<file path="config.mk">
export PLATFORM = sky130hd
export DESIGN_NAME = dbg_step_ctrl
export DESIGN_NICKNAME = d
export VERILOG_FILES = /design/src/rtl/dbg_pkg.sv /design/src/rtl/dbg_btn_cond.sv /design/src/rtl/dbg_uart_tx.sv /design/src/rtl/dbg_msg_fmt.sv /design/src/rtl/dbg_step_ctrl.sv
export SDC_FILE = /design/constraint.sdc
export NUM_CORES = 1
export LEC_CHECK = 0
export ABC_CLOCK_PERIOD_IN_PS = 3870
export BUFFER_PORTS_ARGS = -buffer_cell sky130_fd_sc_hd__buf_4
export CELL_PAD_IN_SITES_DETAIL_PLACEMENT = 1
export CELL_PAD_IN_SITES_GLOBAL_PLACEMENT = 1
export CORE_AREA = 2 2 147 149
export DETAILED_ROUTE_END_ITERATION = 12
export DIE_AREA = 0 0 149 151
export HOLD_SLACK_MARGIN = 0.05
export MAX_ROUTING_LAYER = met4
export PLACE_DENSITY_LB_ADDON = 0.1
export SYNTH_ARGS = -nofsm -noshare
export SYNTH_HDL_FRONTEND = slang
export SYNTH_SLANG_ARGS = --single-unit
</file>
<file path="constraint.sdc">
create_clock -name clk -period 3.87 [get_ports clk]
set_input_delay 0.387 -clock clk [delete_from_list [all_inputs] [get_ports clk]]
set_output_delay 0.387 -clock clk [all_outputs]
set_load 0.05 [all_outputs]
</file>
<file path="src/rtl/dbg_pkg.sv">
package dbg_pkg;
    typedef enum logic [1:0] {MS_HALT, MS_PULSE, MS_RUN} mode_state_e;
    typedef enum logic [1:0] {FS_IDLE, FS_LOAD, FS_WAIT} fmt_state_e;
    typedef enum logic [1:0] {TS_IDLE, TS_START, TS_DATA, TS_STOP} tx_state_e;

    localparam logic [7:0] CH_SPACE = 8'h20;
    localparam logic [7:0] CH_CR    = 8'h0D;
    localparam logic [7:0] CH_LF    = 8'h0A;

    function automatic logic [7:0] hex_char(input logic [3:0] n);
        return (n < 4'd10) ? (8'h30 + {4'b0, n}) : (8'h37 + {4'b0, n});
    endfunction
endpackage

</file>
<file path="src/rtl/dbg_btn_cond.sv">
module dbg_btn_cond #(
    parameter int DB_CYCLES = 16
) (
    input  logic clk,
    input  logic rst_n,
    input  logic raw,
    output logic press
);
    localparam int CNT_W = (DB_CYCLES > 2) ? $clog2(DB_CYCLES) : 1;

    logic             sync_a, sync_b;
    logic             level_q, level_d1;
    logic [CNT_W-1:0] cnt_q;

    always_ff @(posedge clk or negedge rst_n) begin
        if (!rst_n) begin
            sync_a   <= 1'b0;
            sync_b   <= 1'b0;
            level_q  <= 1'b0;
            level_d1 <= 1'b0;
            cnt_q    <= '0;
        end else begin
            sync_a   <= raw;
            sync_b   <= sync_a;
            level_d1 <= level_q;
            if (sync_b == level_q) begin
                cnt_q <= '0;
            end else if (cnt_q == CNT_W'(DB_CYCLES - 1)) begin
                cnt_q   <= '0;
                level_q <= sync_b;
            end else begin
                cnt_q <= cnt_q + 1'b1;
            end
        end
    end

    assign press = level_q & ~level_d1;
endmodule

</file>
<file path="src/rtl/dbg_uart_tx.sv">
module dbg_uart_tx
    import dbg_pkg::*;
#(
    parameter int CLK_HZ = 100_000_000,
    parameter int BAUD   = 115_200
) (
    input  logic       clk,
    input  logic       rst_n,
    input  logic       start,
    input  logic [7:0] data,
    output logic       busy,
    output logic       tx
);
    localparam int DIV   = CLK_HZ / BAUD;
    localparam int CNT_W = (DIV > 2) ? $clog2(DIV) : 1;

    tx_state_e        state_q, state_d;
    logic [CNT_W-1:0] cnt_q, cnt_d;
    logic [2:0]       bit_q, bit_d;
    logic [7:0]       shift_q, shift_d;
    logic             bit_end;

    assign bit_end = (cnt_q == CNT_W'(DIV - 1));

    always_ff @(posedge clk or negedge rst_n) begin
        if (!rst_n) begin
            state_q <= TS_IDLE;
            cnt_q   <= '0;
            bit_q   <= '0;
            shift_q <= '0;
        end else begin
            state_q <= state_d;
            cnt_q   <= cnt_d;
            bit_q   <= bit_d;
            shift_q <= shift_d;
        end
    end

    always_comb begin
        state_d = state_q;
        cnt_d   = bit_end ? '0 : cnt_q + 1'b1;
        bit_d   = bit_q;
        shift_d = shift_q;
        unique case (state_q)
            TS_IDLE: begin
                cnt_d = '0;
                if (start) begin
                    shift_d = data;
                    bit_d   = '0;
                    state_d = TS_START;
                end
            end
            TS_START: if (bit_end) state_d = TS_DATA;
            TS_DATA: if (bit_end) begin
                shift_d = {1'b0, shift_q[7:1]};
                bit_d   = bit_q + 1'b1;
                if (bit_q == 3'd7) state_d = TS_STOP;
            end
            TS_STOP: if (bit_end) state_d = TS_IDLE;
            default: state_d = TS_IDLE;
        endcase
    end

    always_comb begin
        busy = (state_q != TS_IDLE);
        unique case (state_q)
            TS_START: tx = 1'b0;
            TS_DATA:  tx = shift_q[0];
            default:  tx = 1'b1;
        endcase
    end
endmodule

</file>
<file path="src/rtl/dbg_msg_fmt.sv">
module dbg_msg_fmt
    import dbg_pkg::*;
#(
    parameter int DATA_W = 32
) (
    input  logic              clk,
    input  logic              rst_n,
    input  logic              req_fetch,
    input  logic              req_wback,
    input  logic              req_exec,
    input  logic [DATA_W-1:0] pc,
    input  logic [DATA_W-1:0] instr,
    input  logic [DATA_W-1:0] wb_addr,
    input  logic [DATA_W-1:0] wb_data,
    input  logic [DATA_W-1:0] exec_val,
    input  logic              tx_busy,
    output logic              tx_start,
    output logic [7:0]        tx_byte,
    output logic              busy
);
    localparam int DIGITS = DATA_W / 4;
    localparam int DIG_W  = $clog2(DIGITS + 1);

    fmt_state_e        state_q, state_d;
    logic [DATA_W-1:0] word_a_q, word_a_d, word_b_q, word_b_d;
    logic [1:0]        nfld_q, nfld_d, fld_q, fld_d;
    logic [DIG_W-1:0]  dig_q, dig_d;
    logic [DATA_W-1:0] sel_word, shifted;
    logic              any_req;

    assign any_req = req_fetch | req_wback | req_exec;

    always_ff @(posedge clk or negedge rst_n) begin
        if (!rst_n) begin
            state_q  <= FS_IDLE;
            word_a_q <= '0;
            word_b_q <= '0;
            nfld_q   <= '0;
            fld_q    <= '0;
            dig_q    <= '0;
        end else begin
            state_q  <= state_d;
            word_a_q <= word_a_d;
            word_b_q <= word_b_d;
            nfld_q   <= nfld_d;
            fld_q    <= fld_d;
            dig_q    <= dig_d;
        end
    end

    always_comb begin
        state_d  = state_q;
        word_a_d = word_a_q;
        word_b_d = word_b_q;
        nfld_d   = nfld_q;
        fld_d    = fld_q;
        dig_d    = dig_q;
        unique case (state_q)
            FS_IDLE: if (any_req) begin
                fld_d   = '0;
                dig_d   = '0;
                state_d = FS_LOAD;
                if (req_fetch) begin
                    word_a_d = pc;
                    word_b_d = instr;
                    nfld_d   = 2'd2;
                end else if (req_wback) begin
                    word_a_d = wb_addr;
                    word_b_d = wb_data;
                    nfld_d   = 2'd2;
                end else begin
                    word_a_d = exec_val;
                    word_b_d = '0;
                    nfld_d   = 2'd1;
                end
            end
            FS_LOAD: state_d = FS_WAIT;
            FS_WAIT: if (!tx_busy) begin
                if (fld_q == nfld_q) begin
                    state_d = FS_IDLE;
                end else if (dig_q == DIG_W'(DIGITS)) begin
                    fld_d   = fld_q + 1'b1;
                    dig_d   = '0;
                    state_d = FS_LOAD;
                end else begin
                    dig_d   = dig_q + 1'b1;
                    state_d = FS_LOAD;
                end
            end
            default: state_d = FS_IDLE;
        endcase
    end

    assign sel_word = (fld_q == 2'd0) ? word_a_q : word_b_q;
    assign shifted  = sel_word << {dig_q, 2'b00};

    always_comb begin
        busy     = (state_q != FS_IDLE);
        tx_start = (state_q == FS_LOAD);
        if (fld_q == nfld_q)
            tx_byte = CH_LF;
        else if (dig_q == DIG_W'(DIGITS))
            tx_byte = (fld_q == nfld_q - 2'd1) ? CH_CR : CH_SPACE;
        else
            tx_byte = hex_char(shifted[DATA_W-1 -: 4]);
    end
endmodule

</file>
<file path="src/rtl/dbg_step_ctrl.sv">
module dbg_step_ctrl
    import dbg_pkg::*;
#(
    parameter int DATA_W    = 32,
    parameter int RADDR_W   = 5,
    parameter int CLK_HZ    = 100_000_000,
    parameter int BAUD      = 115_200,
    parameter int DB_CYCLES = 100_000
) (
    input  logic               clk,
    input  logic               rst_n,
    input  logic               btn_mode,
    input  logic               btn_step,
    input  logic               btn_fetch,
    input  logic               btn_wback,
    input  logic               btn_exec,
    input  logic [DATA_W-1:0]  core_pc,
    input  logic [DATA_W-1:0]  core_instr,
    input  logic [RADDR_W-1:0] wb_rd_addr,
    input  logic [DATA_W-1:0]  wb_rd_data,
    input  logic [DATA_W-1:0]  ex_result,
    output logic               core_ce,
    output logic               uart_tx
);
    localparam int NBTN = 5;

    logic [NBTN-1:0] raw_btn, press;
    logic            press_mode, press_step;
    logic            run_mode, fmt_busy, tx_busy, tx_start;
    logic [7:0]      tx_byte;
    mode_state_e     mode_q, mode_d;

    assign raw_btn = {btn_exec, btn_wback, btn_fetch, btn_step, btn_mode};

    for (genvar i = 0; i < NBTN; i++) begin : g_btn
        dbg_btn_cond #(.DB_CYCLES(DB_CYCLES)) i_cond (
            .clk   (clk),
            .rst_n (rst_n),
            .raw   (raw_btn[i]),
            .press (press[i])
        );
    end

    assign press_mode = press[0];
    assign press_step = press[1];

    always_ff @(posedge clk or negedge rst_n) begin
        if (!rst_n) mode_q <= MS_HALT;
        else        mode_q <= mode_d;
    end

    always_comb begin
        mode_d = mode_q;
        unique case (mode_q)
            MS_HALT:  if (press_mode) mode_d = MS_RUN;
                      else if (press_step) mode_d = MS_PULSE;
            MS_PULSE: mode_d = MS_HALT;
            MS_RUN:   if (press_mode) mode_d = MS_HALT;
            default:  mode_d = MS_HALT;
        endcase
    end

    always_comb begin
        run_mode = (mode_q == MS_RUN);
        core_ce  = (mode_q == MS_RUN) || (mode_q == MS_PULSE);
    end

    dbg_msg_fmt #(.DATA_W(DATA_W)) i_fmt (
        .clk       (clk),
        .rst_n     (rst_n),
        .req_fetch (press[2]),
        .req_wback (press[3]),
        .req_exec  (press[4]),
        .pc        (core_pc),
        .instr     (core_instr),
        .wb_addr   ({{(DATA_W-RADDR_W){1'b0}}, wb_rd_addr}),
        .wb_data   (wb_rd_data),
        .exec_val  (ex_result),
        .tx_busy   (tx_busy),
        .tx_start  (tx_start),
        .tx_byte   (tx_byte),
        .busy      (fmt_busy)
    );

    dbg_uart_tx #(.CLK_HZ(CLK_HZ), .BAUD(BAUD)) i_tx (
        .clk   (clk),
        .rst_n (rst_n),
        .start (tx_start),
        .data  (tx_byte),
        .busy  (tx_busy),
        .tx    (uart_tx)
    );
endmodule

</file>
==> qor.yml, run 1 <==
floorplanning:
  io_pins: 142
  core_area_um2: 20800
  rows: 53
  die_h_um: 151
  die_area_um2: 22500
  start_util_pct: 47.7
  die_x_um: 149
drt:
  drtIter0Drc: 324
  wl_per_cell_um: 17.9
  postRouteAntennaNets: 0
  viasPerCell: 5.45
  vias: 7822
  drc: 0
  first_pass_iters: 4
  wl_um: 25600
job:
  maxCapViolCount: 0
setup_path:
  crit_slowest_cell: "dfrtp_1"
  path_cells: "buf_4 -> mux2i_1 -> a22oi_1 -> nand2_1 -> o31ai_4 -> inv_2 -> ha_1 -> nor2_1 -> o21ai_1 -> a31o_1"
  reg2reg_to: "i_tx.shift_q[4]"
  r2r-start: "i_fmt.dig_q[0]"
  crit_buf_inv: 2
  cpPeakStageDelay_ns: 0.89
  r2r_cells: 10
  critPathTopFamily: "flip-flops"
  critical_path.endpoint_type: "flip-flop"
  worstSetupPathType: "flip-flop to flip-flop"
  r2r_setup_slack_ns: 0.97
  crit_fanout: 20
  critPathArrivalTime_ns: 3.31
  critPathLaunchType: "flip-flop"
  critPathRequiredTime_ns: 4.27
clocking:
  h-tree-depth: 1
  clk_latency_ns: 0.52
  clockBufferDepth: 3
  numCtsBuffers: 23
  clockRootBuffer: "clkbuf_16"
  cts_tree: "done"
  clock_sinks: 203
  clkTransAtPathRegs_ns: 0.06
timing:
  setup_tns_ns: 0
  hold_violations: 0
  finalClockSkew_ns: 0.0246
  setup_viol: 0
  worst_slew_pin_slew_ns: 1.30
  maxSlewViolCount: 0
  max_freq_mhz: 345
  period_needed_ns: 2.90
  fin_crit_sh_pct: 75.0
  rsz0062_at_grt: "false"
  relSlewSlack_pct: 12.9
  worst_slack_ns: 0.968
global_routing:
  grt_pass1_vias: 8188
  grt_use_met3_pct: 3.07
  use_met2_pct: 39.6
  grt_busiest_layer: "met2"
  grt_pass1_wl_um: 42100
  gr-total-overflow: 0
  grt_usage_pct: 24.1
  grt.met1_usage_pct: 31.7
  antenna_found_initial: 0
  grt_max_degree: 99
layout:
  drive_above_1_share_pct: 19.1
  area_delta_synth_final_pct: 21.6
  seqCellArea_um2: 5080
  multi_input_area_um2: 4560
  finalNetCount: 1301
  fill_cells: 2354
  n_antenna_cell: 0
synth:
  avgSynthCellArea_um2: 9.86
  synth_area_um2: 9940
  ys_async_sr_fraction_pct: 100
  synth.distinct_cells: 59
  synth_flop_cell: "dfrtp_1"
  synth_compound_area_share_pct: 12.2
  synth-simple-area-share_pct: 18.2
  syn-num-nets: 1166
  synth_edf_count: 0
  ys_seq_elements: 203
  synth_mux_area_share_pct: 5.18
  synth_seq_area_share_pct: 51.1
  synth_top_family_by_area: "simple AND/OR/NAND/NOR gates"
  synth_warnings: 0
  synthXorXnorAreaFrac_pct: 7.76
  netlist_instances: 1008
  synth_fa_ha_area_share_pct: 2.27
placed_design:
  hpwl_um: 18100
  numPortBuffers: 141
  preCtsSetupSlack_ns: 1.04
  place.gp.congestion: 0.884
worst_hold_path:
  hold_class: "primary input to flip-flop"
  hold_start: "core_pc[3]"
  hold_depth: 3
  min_to: "i_fmt.word_a_q[3]"
power:
  power_density_nw_per_um2: 383
  vdd_drop_max_uv: 474
  cellLeakagePower_nw: 5.50
run_status:
  status: "completed"
-- per-stage QoR --
stage	total power, W	utilization, %	hold slack, ns	instance area, um^2	std cells
floorplan	0.00224	-	0.0914	9940	1008
global placement	0.00241	53.9	0.334	11200	1387
detailed placement	0.00241	53.9	0.336	11200	1387
CTS	0.00469	58.0	0.142	12100	1435
global route	0.00481	58.0	0.173	12100	1435
finish	0.00463	58.0	0.155	12100	1435
-- repair_timing --
| action | 4_1_cts | 5_1_grt |
|---|---|---|
| hold endpoints to repair | 100 | 0 |
| buffers inserted | 0 | 0 |
| gates resized for setup | 0 | 0 |
| endpoints found under the setup margin | 0 | 0 |
| hold buffers | 6 | 0 |
-- logic make-up after synthesis --
| kind of cell | count (synthesis) |
|---|---|
| muxes | 41 |
| adders and majority gates | 18 |
| buffers and inverters | 72 |
| AOI/OAI and AO/OA | 183 |
| and+or+nand+nor | 403 |
| xor gates and xnor gates | 88 |
| DFF | 203 |
-- routing by layer --
| layer | wire length, um | vias to the layer above |
|---|---|---|
| li1 | - | 3749 |
| met5 | 0 | - |
| met2 | 12600 | 148 |
| met1 | 11500 | 3878 |
| met4 | 623 | 0 |
| met3 | 897 | 47 |
-- tightest hold or removal path: stages --
cell,delay (ns)
buf_4,0.08
a21oi_1,0.04
o21ai_0,0.13
-- final cells by class --
type | instances | share of cell area, %
inverters | 26 | 0.808
well taps | 275 | 2.85
flip-flops and latches | 203 | 42.1
repair buffers | 156 | 9.98
clock inverters | 11 | 1.00
multi-input cells | 733 | 37.7
clock buffers | 31 | 5.59
-- report_power, final --
group	leakage (nW)	total [W]	internal, W	switching (W)
registers	2.47	0.00216	0.00214	0.0000155
logic	2.65	0.000220	0.000119	0.000101
clock network	0.380	0.00226	0.00136	0.000896
total	5.50	0.00463	0.00362	0.00101
-- sequential cells by signal (all words and copies together) (netlist names) --
name,flops
g_btn.i_cond.sync_a,5
i_fmt.nfld_q,2
g_btn.i_cond.level_d1,5
g_btn.i_cond.level_q,5
i_tx.state_q,2
i_fmt.word_a_q,32
i_tx.shift_q,7
i_fmt.word_b_q,32
g_btn.i_cond.cnt_q,85
i_fmt.fld_q,2
i_fmt.dig_q,4
i_tx.bit_q,3
i_tx.cnt_q,10
mode_q,2
i_fmt.state_q,2
g_btn.i_cond.sync_b,5
-- worst max path at each step --
stage / from / cells after the start / end
after floorplan: i_fmt.fld_q[0] / 12 / i_tx.shift_q[4]
after global placement: i_fmt.dig_q[0] / 10 / i_tx.shift_q[4]
after detailed placement: i_fmt.dig_q[0] / 10 / i_tx.shift_q[4]
after CTS: i_fmt.dig_q[0] / 10 / i_tx.shift_q[4]
after global routing: i_fmt.dig_q[0] / 10 / i_tx.shift_q[4]
final: i_fmt.dig_q[0] / 10 / i_tx.shift_q[4]
-- cell usage in the layout (no fill, tap or decap), types with 3 or more instances in the layout --
| cell type | count |
|---|---|
| a21oi_1 | 12 |
| a22oi_1 | 64 |
| a2bb2oi_1 | 3 |
| and2_1 | 6 |
| and3_1 | 13 |
| and4_1 | 5 |
| and4b_1 | 3 |
| buf_4 | 148 |
| clkbuf_16 | 23 |
| clkbuf_8 | 8 |
| clkinv_2 | 3 |
| clkinvlp_4 | 5 |
| dfrtp_1 | 203 |
| dlygate4sd3_1 | 6 |
| ha_1 | 18 |
| inv_1 | 24 |
| mux2_2 | 9 |
| mux2i_1 | 24 |
| mux4_2 | 6 |
| nand2_1 | 135 |
| nand2b_1 | 13 |
| nand3_1 | 41 |
| nand4_1 | 17 |
| nor2_1 | 132 |
| nor2b_1 | 8 |
| nor3_1 | 16 |
| nor4_1 | 3 |
| o21ai_0 | 79 |
| xnor2_1 | 28 |
| xor2_1 | 60 |
-- Yosys cell counts (all sizes together), types with 2 or more instances --
library cell  number  area share (%)
clkbuf            31             1.2
buf               15             1.1
nand2            135             5.1
a22oi             64             4.8
a311oi             2            0.35
o22ai              2            0.13
o31ai              3            0.42
xor2              60             5.3
nand4             17             1.1
mux2              10             1.1
o211ai             2            0.15
a21oi             13            0.69
and2               6            0.38
nand3             41             2.1
and4b              3            0.30
nor2             133             5.0
dfrtp            203              51
and3              13            0.82
nor2b             10            0.63
a211oi             2            0.15
xnor2             28             2.5
and4               5            0.44
inv               26            0.98
nor4               3            0.19
nand3b             2            0.15
or2                2            0.13
o21ai             81             4.1
mux4               7             1.6
nor4b              2            0.18
nand2b            14            0.91
a2bb2oi            4            0.42
nor3              16            0.81
mux2i             24             2.4
ha                18             2.3
Note: power is estimated with default switching activity, not from simulation.
==> run 2, diff against run 1 <==
- ABC_AREA: not set -> 1
- ABC_CLOCK_PERIOD_IN_PS: 3870 -> 2600
- CORE_AREA: 2 2 147 149 -> 2 2 165 167
- DIE_AREA: 0 0 149 151 -> 0 0 167 169
- clock period: 3.87 -> 2.6 ns (I/O delays scaled with it)
==> run 2 against run 1 <==
Net effect:
- routed wire length up 27%
- largest cell class unchanged
- critical endpoint is now i_fmt.word_a_q[18]
- flip-flop and latch count unchanged
- count of clock-buffer cells in the layout up 9
- worst hold slack worse by 0.10 ns
==> qor.yml, run 2 <==
run_status:
  status: "completed"
job:
  maxCapViolCount: 0
power:
  clkPwrFrac_pct: 47.7
  switching_share_pct: 21.8
  seq_power_share_pct: 45.8
  cellLeakagePower_nw: 6.06
  p_comb_share_pct: 6.5
  power_density_nw_per_um2: 513
  vdd_drop_max_uv: 515
  p_switching_w: 0.00153
  p_int_w: 0.00548
global_routing:
  grt_pass1_vias: 10300
  grt_pass1_wl_um: 53100
  grt_max_degree: 76
  antenna_found_initial: 3
  grt_usage_pct: 23.6
  gr-total-overflow: 0
layout:
  post-route-cell-area_um2: 13600
  fill_cells: 3146
  drive_above_1_share_pct: 16.7
  largest-register: "g_btn.i_cond.cnt_q"
  seqCellArea_um2: 5080
  final_common_cell: "nand2_1"
  final_cell_mix: "nand2_1 (248), dfrtp_1 (203), buf_4 (156)"
  area_delta_synth_final_pct: 33.4
  finalNetCount: 1659
  top_regs: "g_btn.i_cond.cnt_q: 85 flops, i_fmt.word_a_q: 32 flops, i_fmt.word_b_q: 32 flops"
  multi_input_area_um2: 4540
  largest_register_ffs: 85
placed_design:
  place.gp.congestion: 0.805
  placed_area_um2: 11700
  hpwl_um: 21600
  preCtsSetupSlack_ns: 0.257
  numPortBuffers: 141
timing:
  finalClockSkew_ns: 0.0208
  maxSlewViolCount: 0
  worst_slack_ns: 0.174
  setup_viol: 0
  relSlewSlack_pct: 53.9
  whs_ns: 0.0544
  fin_crit_sh_pct: 93.3
  period_needed_ns: 2.43
  setup_tns_ns: 0
  worst_slew_pin_slew_ns: 0.692
  rsz0062_at_grt: "false"
  hold_violations: 0
  max_freq_mhz: 412
floorplanning:
  die_x_um: 167
  io_pins: 142
  core_area_um2: 26500
  die_h_um: 169
  die_area_um2: 28200
  rows: 60
  start_util_pct: 38.6
synth:
  yosysTopAreaCell: "dfrtp_1"
  netlist_instances: 1247
  synth_edf_count: 0
  ys_async_sr_fraction_pct: 100
  synth_warnings: 0
  avgSynthCellArea_um2: 8.20
  ys_seq_elements: 203
  synth.most_common_cell: "nand2_1"
  synth_flop_cell: "dfrtp_1"
  syn-num-nets: 1405
  synth_seq_area_share_pct: 49.7
  synthTopCellsByCount: "nand2_1 (249), dfrtp_1 (203), nor2_1 (149)"
  synth_area_um2: 10200
  yosys.area.top_type_share_pct: 49.7
  synth.distinct_cells: 46
  ys_top_cells_by_area: "dfrtp_1 (50%), nand2_1 (9.1%), nand3_1 (6.4%), nor2_1 (5.5%), a21oi_1 (3.7%)"
drt:
  first_pass_iters: 5
  drtIter0Drc: 518
  drc: 0
  viasPerCell: 5.16
  postRouteAntennaNets: 0
  vias: 9598
  wl_um: 32500
  wl_per_cell_um: 17.4
clocking:
  cts_tree: "done"
  clk_latency_ns: 0.52
  clock_sinks: 203
  numCtsBuffers: 25
  h-tree-depth: 1
  clockBufferDepth: 3
  clkTransAtPathRegs_ns: 0.06
  clockRootBuffer: "clkbuf_16"
setup_path:
  critical_path.endpoint_type: "flip-flop"
  reg2reg_to: "i_fmt.word_a_q[18]"
  critPathLaunchType: "flip-flop"
  crit_start: "g_btn[2].i_cond.level_q"
  cpPeakStageDelay_ns: 0.57
  worstSetupPathType: "flip-flop to flip-flop"
  r2r_setup_slack_ns: 0.17
  crit_end: "i_fmt.word_a_q[18]"
  crit_path_frequent_cell: "buf_4"
  crit_slowest_cell: "buf_4"
  critPathArrivalTime_ns: 2.82
  path_cells: "inv_2 -> nor2_4 -> buf_4 -> nor3_2 -> buf_4 -> nand2_1 -> o21ai_0 -> dlygate4sd3_1"
  crit_fanout: 60
  critPathRequiredTime_ns: 3.00
  r2r_cells: 8
  r2r-start: "g_btn[2].i_cond.level_q"
worst_hold_path:
  hold_start: "wb_rd_data[20]"
  hold_depth: 3
  hold_class: "primary input to flip-flop"
-- run 2: changes by cell type after synthesis, sizes merged, moves of 13 or more --
| cell | previous run | this run |
|---|---|---|
| nand2 | 135 | 254 |
| nand3 | 41 | 134 |
| inv | 26 | 107 |
| a21oi | 13 | 76 |
| a22oi | 64 | 1 |
| xor2 | 60 | 17 |
| a31oi | 0 | 34 |
| nor2 | 133 | 167 |
| mux2i | 24 | 0 |
| xnor2 | 28 | 5 |
| nand2b | 14 | 0 |
| a211oi | 2 | 15 |
-- run 2: power by group through the flow --
stage,Clock (W),Sequential (W),Combinational [W]
floorplan,0,0.00326,0.0000634
global placement,0,0.00326,0.000342
detailed placement,0,0.00326,0.000342
CTS,0.00342,0.00321,0.000455
global route,0.00355,0.00321,0.000499
finish,0.00334,0.00321,0.000456
-- run 2: critical path: cells and delay by family, from the launching register on --
family	cells	cell delay, ns
AND/OR/NAND/NOR	3	0.30
buffers and inverters	4	1.45
flip-flops	1	0.43
AO/OA/AOI/OAI	1	0.08
-- run 2: final cells by class --
type                       count  share of cell area, %
inverter                     108                   3.03
antenna                        3                 0.0550
tap                          341                   3.13
sequential                   203                   37.2
clock buffer                  40                   5.44
clock inverter                 2                  0.257
timing repair buffer         272                   17.6
multi-input combinational    891                   33.3
-- run 2: cell families (layout without fill, tap and decap cells) --
kind of cell,count (synthesis),in the layout,share of synthesized area [%]
multiplexers,3,3,0.330
AND/OR/NAND/NOR,637,637,28.2
adder cells (fa/ha/maj),18,18,2.20
flip-flops,203,203,49.7
AO/OA/AOI/OAI,211,211,11.6
buffers and inverters,153,422,6.11
other,0,3,0
XOR/XNOR,22,22,1.88
-- run 2: repair_timing --
item                                    CTS  global route
hold endpoints to repair                134             1
setup buffers                             0             1
gates resized for setup                   0             6
hold buffers                            108             1
endpoints found under the setup margin    0            12
-- run 2: routing by layer --
| layer | track usage, % | vias up | part of all wire [%] |
|---|---|---|---|
| met5 | - | - | 0 |
| met4 | 7.72 | 0 | 3.2 |
| met1 | 30.7 | 4669 | 46 |
| met3 | 2.99 | 64 | 3.5 |
| met2 | 38.7 | 184 | 47 |
| li1 | - | 4681 | - |
-- run 2: metrics by stage --
stage | total power [W] | utilization (%) | std cells
finish | 0.00700 | 51.5 | 1860
global route | 0.00726 | 51.5 | 1860
CTS | 0.00709 | 51.2 | 1854
detailed placement | 0.00361 | 44.2 | 1704
global placement | 0.00360 | 44.2 | 1704
floorplan | 0.00332 | - | 1247
-- run 2: worst min path at each step --
stage	to	slack (ns)
detailed placement	i_fmt.word_b_q[15]	0.33
global route	i_fmt.word_b_q[20]	0.05
global placement	i_fmt.word_b_q[15]	0.33
CTS	i_fmt.word_a_q[27]	0.05
floorplan	g_btn[0].i_cond.cnt_q[0]	-0.04
finish	i_fmt.word_b_q[20]	0.05
==> run 3, diff against run 2 <==
- CELL_PAD_IN_SITES_DETAIL_PLACEMENT: 1 -> not set
- CELL_PAD_IN_SITES_GLOBAL_PLACEMENT: 1 -> not set
- CORE_AREA: 2 2 165 167 -> 2 2 144 146
- DIE_AREA: 0 0 167 169 -> 0 0 146 148
==> run 3 against run 2 <==
Net effect:
- core utilization increased by 16 points
- count of clock-buffer cells in the layout decreased by 5
- first-iteration DRC count rose by 16%
- critical path depth increased by 6
- clock skew is 0.012 ns lower
- clock power down 4%
- non-clock buffer count rose by 7
- critical path type unchanged
==> qor.yml, run 3 (synthesized netlist as in run 2, its figures left out) <==
drt:
  vias: 9557
  drc: 0
  drtIter0Drc: 601
  wl_per_cell_um: 15.2
  wl_um: 27200
  first_pass_iters: 5
  postRouteAntennaNets: 0
  viasPerCell: 5.32
global_routing:
  grt_max_degree: 83
  use_met2_pct: 42.4
  grt_usage_pct: 26.1
  grt_pass1_wl_um: 45200
  grt.met1_usage_pct: 34.2
  antenna_found_initial: 2
  grt_busiest_layer: "met2"
  grt_use_met3_pct: 3.89
  grt_pass1_vias: 9334
  gr-total-overflow: 0
job:
  maxCapViolCount: 0
layout:
  final_cell_mix: "nand2_1 (248), dfrtp_1 (203), buf_4 (153)"
  largest-register: "g_btn.i_cond.cnt_q"
  stdcell_count: 1795
  finalNetCount: 1664
  area_delta_synth_final_pct: 32.7
  fill_cells: 1598
  utilization_pct: 67.7
  final_common_cell: "nand2_1"
  largest_register_ffs: 85
  seqCellArea_um2: 5080
  multi_input_area_um2: 4540
  drive_above_1_share_pct: 16.5
  top_regs: "g_btn.i_cond.cnt_q: 85 flops, i_fmt.word_a_q: 32 flops, i_fmt.word_b_q: 32 flops"
timing:
  maxSlewViolCount: 0
  max_freq_mhz: 422
  period_needed_ns: 2.37
  finalClockSkew_ns: 0.00854
  fin_crit_sh_pct: 91.2
  whs_ns: 0.0647
  hold_violations: 0
  relSlewSlack_pct: 56.0
  setup_viol: 0
  rsz0062_at_grt: "false"
  worst_slew_pin_slew_ns: 0.661
  setup_tns_ns: 0
floorplanning:
  die_area_um2: 21600
  die_x_um: 146
  die_h_um: 148
  io_pins: 142
  core_area_um2: 20000
  rows: 52
  start_util_pct: 51.1
clocking:
  numCtsBuffers: 23
  clkTransAtPathRegs_ns: 0.06
  post_cts_buffers: 0
  h-tree-depth: 1
  clockBufferDepth: 3
  clk_latency_ns: 0.52
  clock_sinks: 203
  cts_tree: "done"
  clockRootBuffer: "clkbuf_16"
setup_path:
  critical_path.endpoint_type: "flip-flop"
  critPathLaunchType: "flip-flop"
  critPathArrivalTime_ns: 2.78
  crit_fanout: 32
  critPathRequiredTime_ns: 3.01
  worstSetupPathType: "flip-flop to flip-flop"
placed_design:
  dp.cells: 1631
  place.gp.congestion: 0.931
  numPortBuffers: 141
  hpwl_um: 17400
power:
  power_density_nw_per_um2: 507
  cellLeakagePower_nw: 6.06
  vdd_drop_max_uv: 493
worst_hold_path:
  hold_class: "primary input to flip-flop"
run_status:
  status: "completed"
## run 3: worst max-delay path: stages, from the launching register on
cell and delay [ns]:
dfrtp_1 0.34, inv_1 0.08, ha_1 0.25, inv_2 0.36
nand2_1 0.15, nand3_1 0.10, nand3_1 0.08, nand3_1 0.10
nand2_1 0.07, nor2_2 0.19, nand2_2 0.15, nand2_1 0.11
nand3_1 0.11, nand2_1 0.10, a21oi_1 0.06
## run 3: layout make-up
type	count	share of cell area (%)
well taps	270	2.49
diodes	2	0.0369
multi-input cells	891	33.5
clock inverters	7	0.553
clock buffers	35	5.01
inverters	108	3.01
flip-flops and latches	203	37.4
repair buffers	279	18.0
## run 3: routing by layer
metal,vias to the layer above,share of wire [%]
met5,-,0
met4,0,3.1
met3,65,5.5
met2,321,47
met1,4464,44
li1,4707,-
## run 3: repair_timing
| item | 4_1_cts | 5_1_grt |
|---|---|---|
| hold buffers | 120 | 0 |
| setup endpoints to repair | 0 | 5 |
| gates resized for setup | 0 | 3 |
| endpoints found under the hold margin | 132 | 0 |
## run 3: stage by stage
stage / setup WS (ns) / area [um^2] / power [W]
after global routing: 0.00284 / 13600 / 0.00714
after detailed placement: 0.333 / 11600 / 0.00359
after floorplan: 0.361 / 10200 / 0.00332
final: 0.228 / 13600 / 0.00689
after global placement: 0.360 / 11600 / 0.00358
after CTS: 0.101 / 13600 / 0.00695
## run 3: power by group
part	leakage (nW)	switching [W]	internal, W
Sequential	2.61	0.0000189	0.00319
Combinational	3.08	0.000187	0.000280
Clock	0.377	0.00130	0.00191
Total	6.06	0.00151	0.00538
## run 3: worst paths after layout
check                                        from                   endpoint  slack, ns  cells after the start
max                                i_fmt.fld_q[0]            i_tx.shift_q[0]       0.23                     14
min                                   core_pc[14]         i_fmt.word_a_q[14]       0.06                      3
max reg2reg                        i_fmt.fld_q[0]            i_tx.shift_q[0]       0.23                     14
min reg2reg                g_btn[3].i_cond.sync_a     g_btn[3].i_cond.sync_b       0.34                      0
max in group asynchronous                   rst_n  g_btn[3].i_cond.cnt_q[15]       1.54                      3
min in group asynchronous                   rst_n         i_fmt.word_b_q[15]       0.30                      2
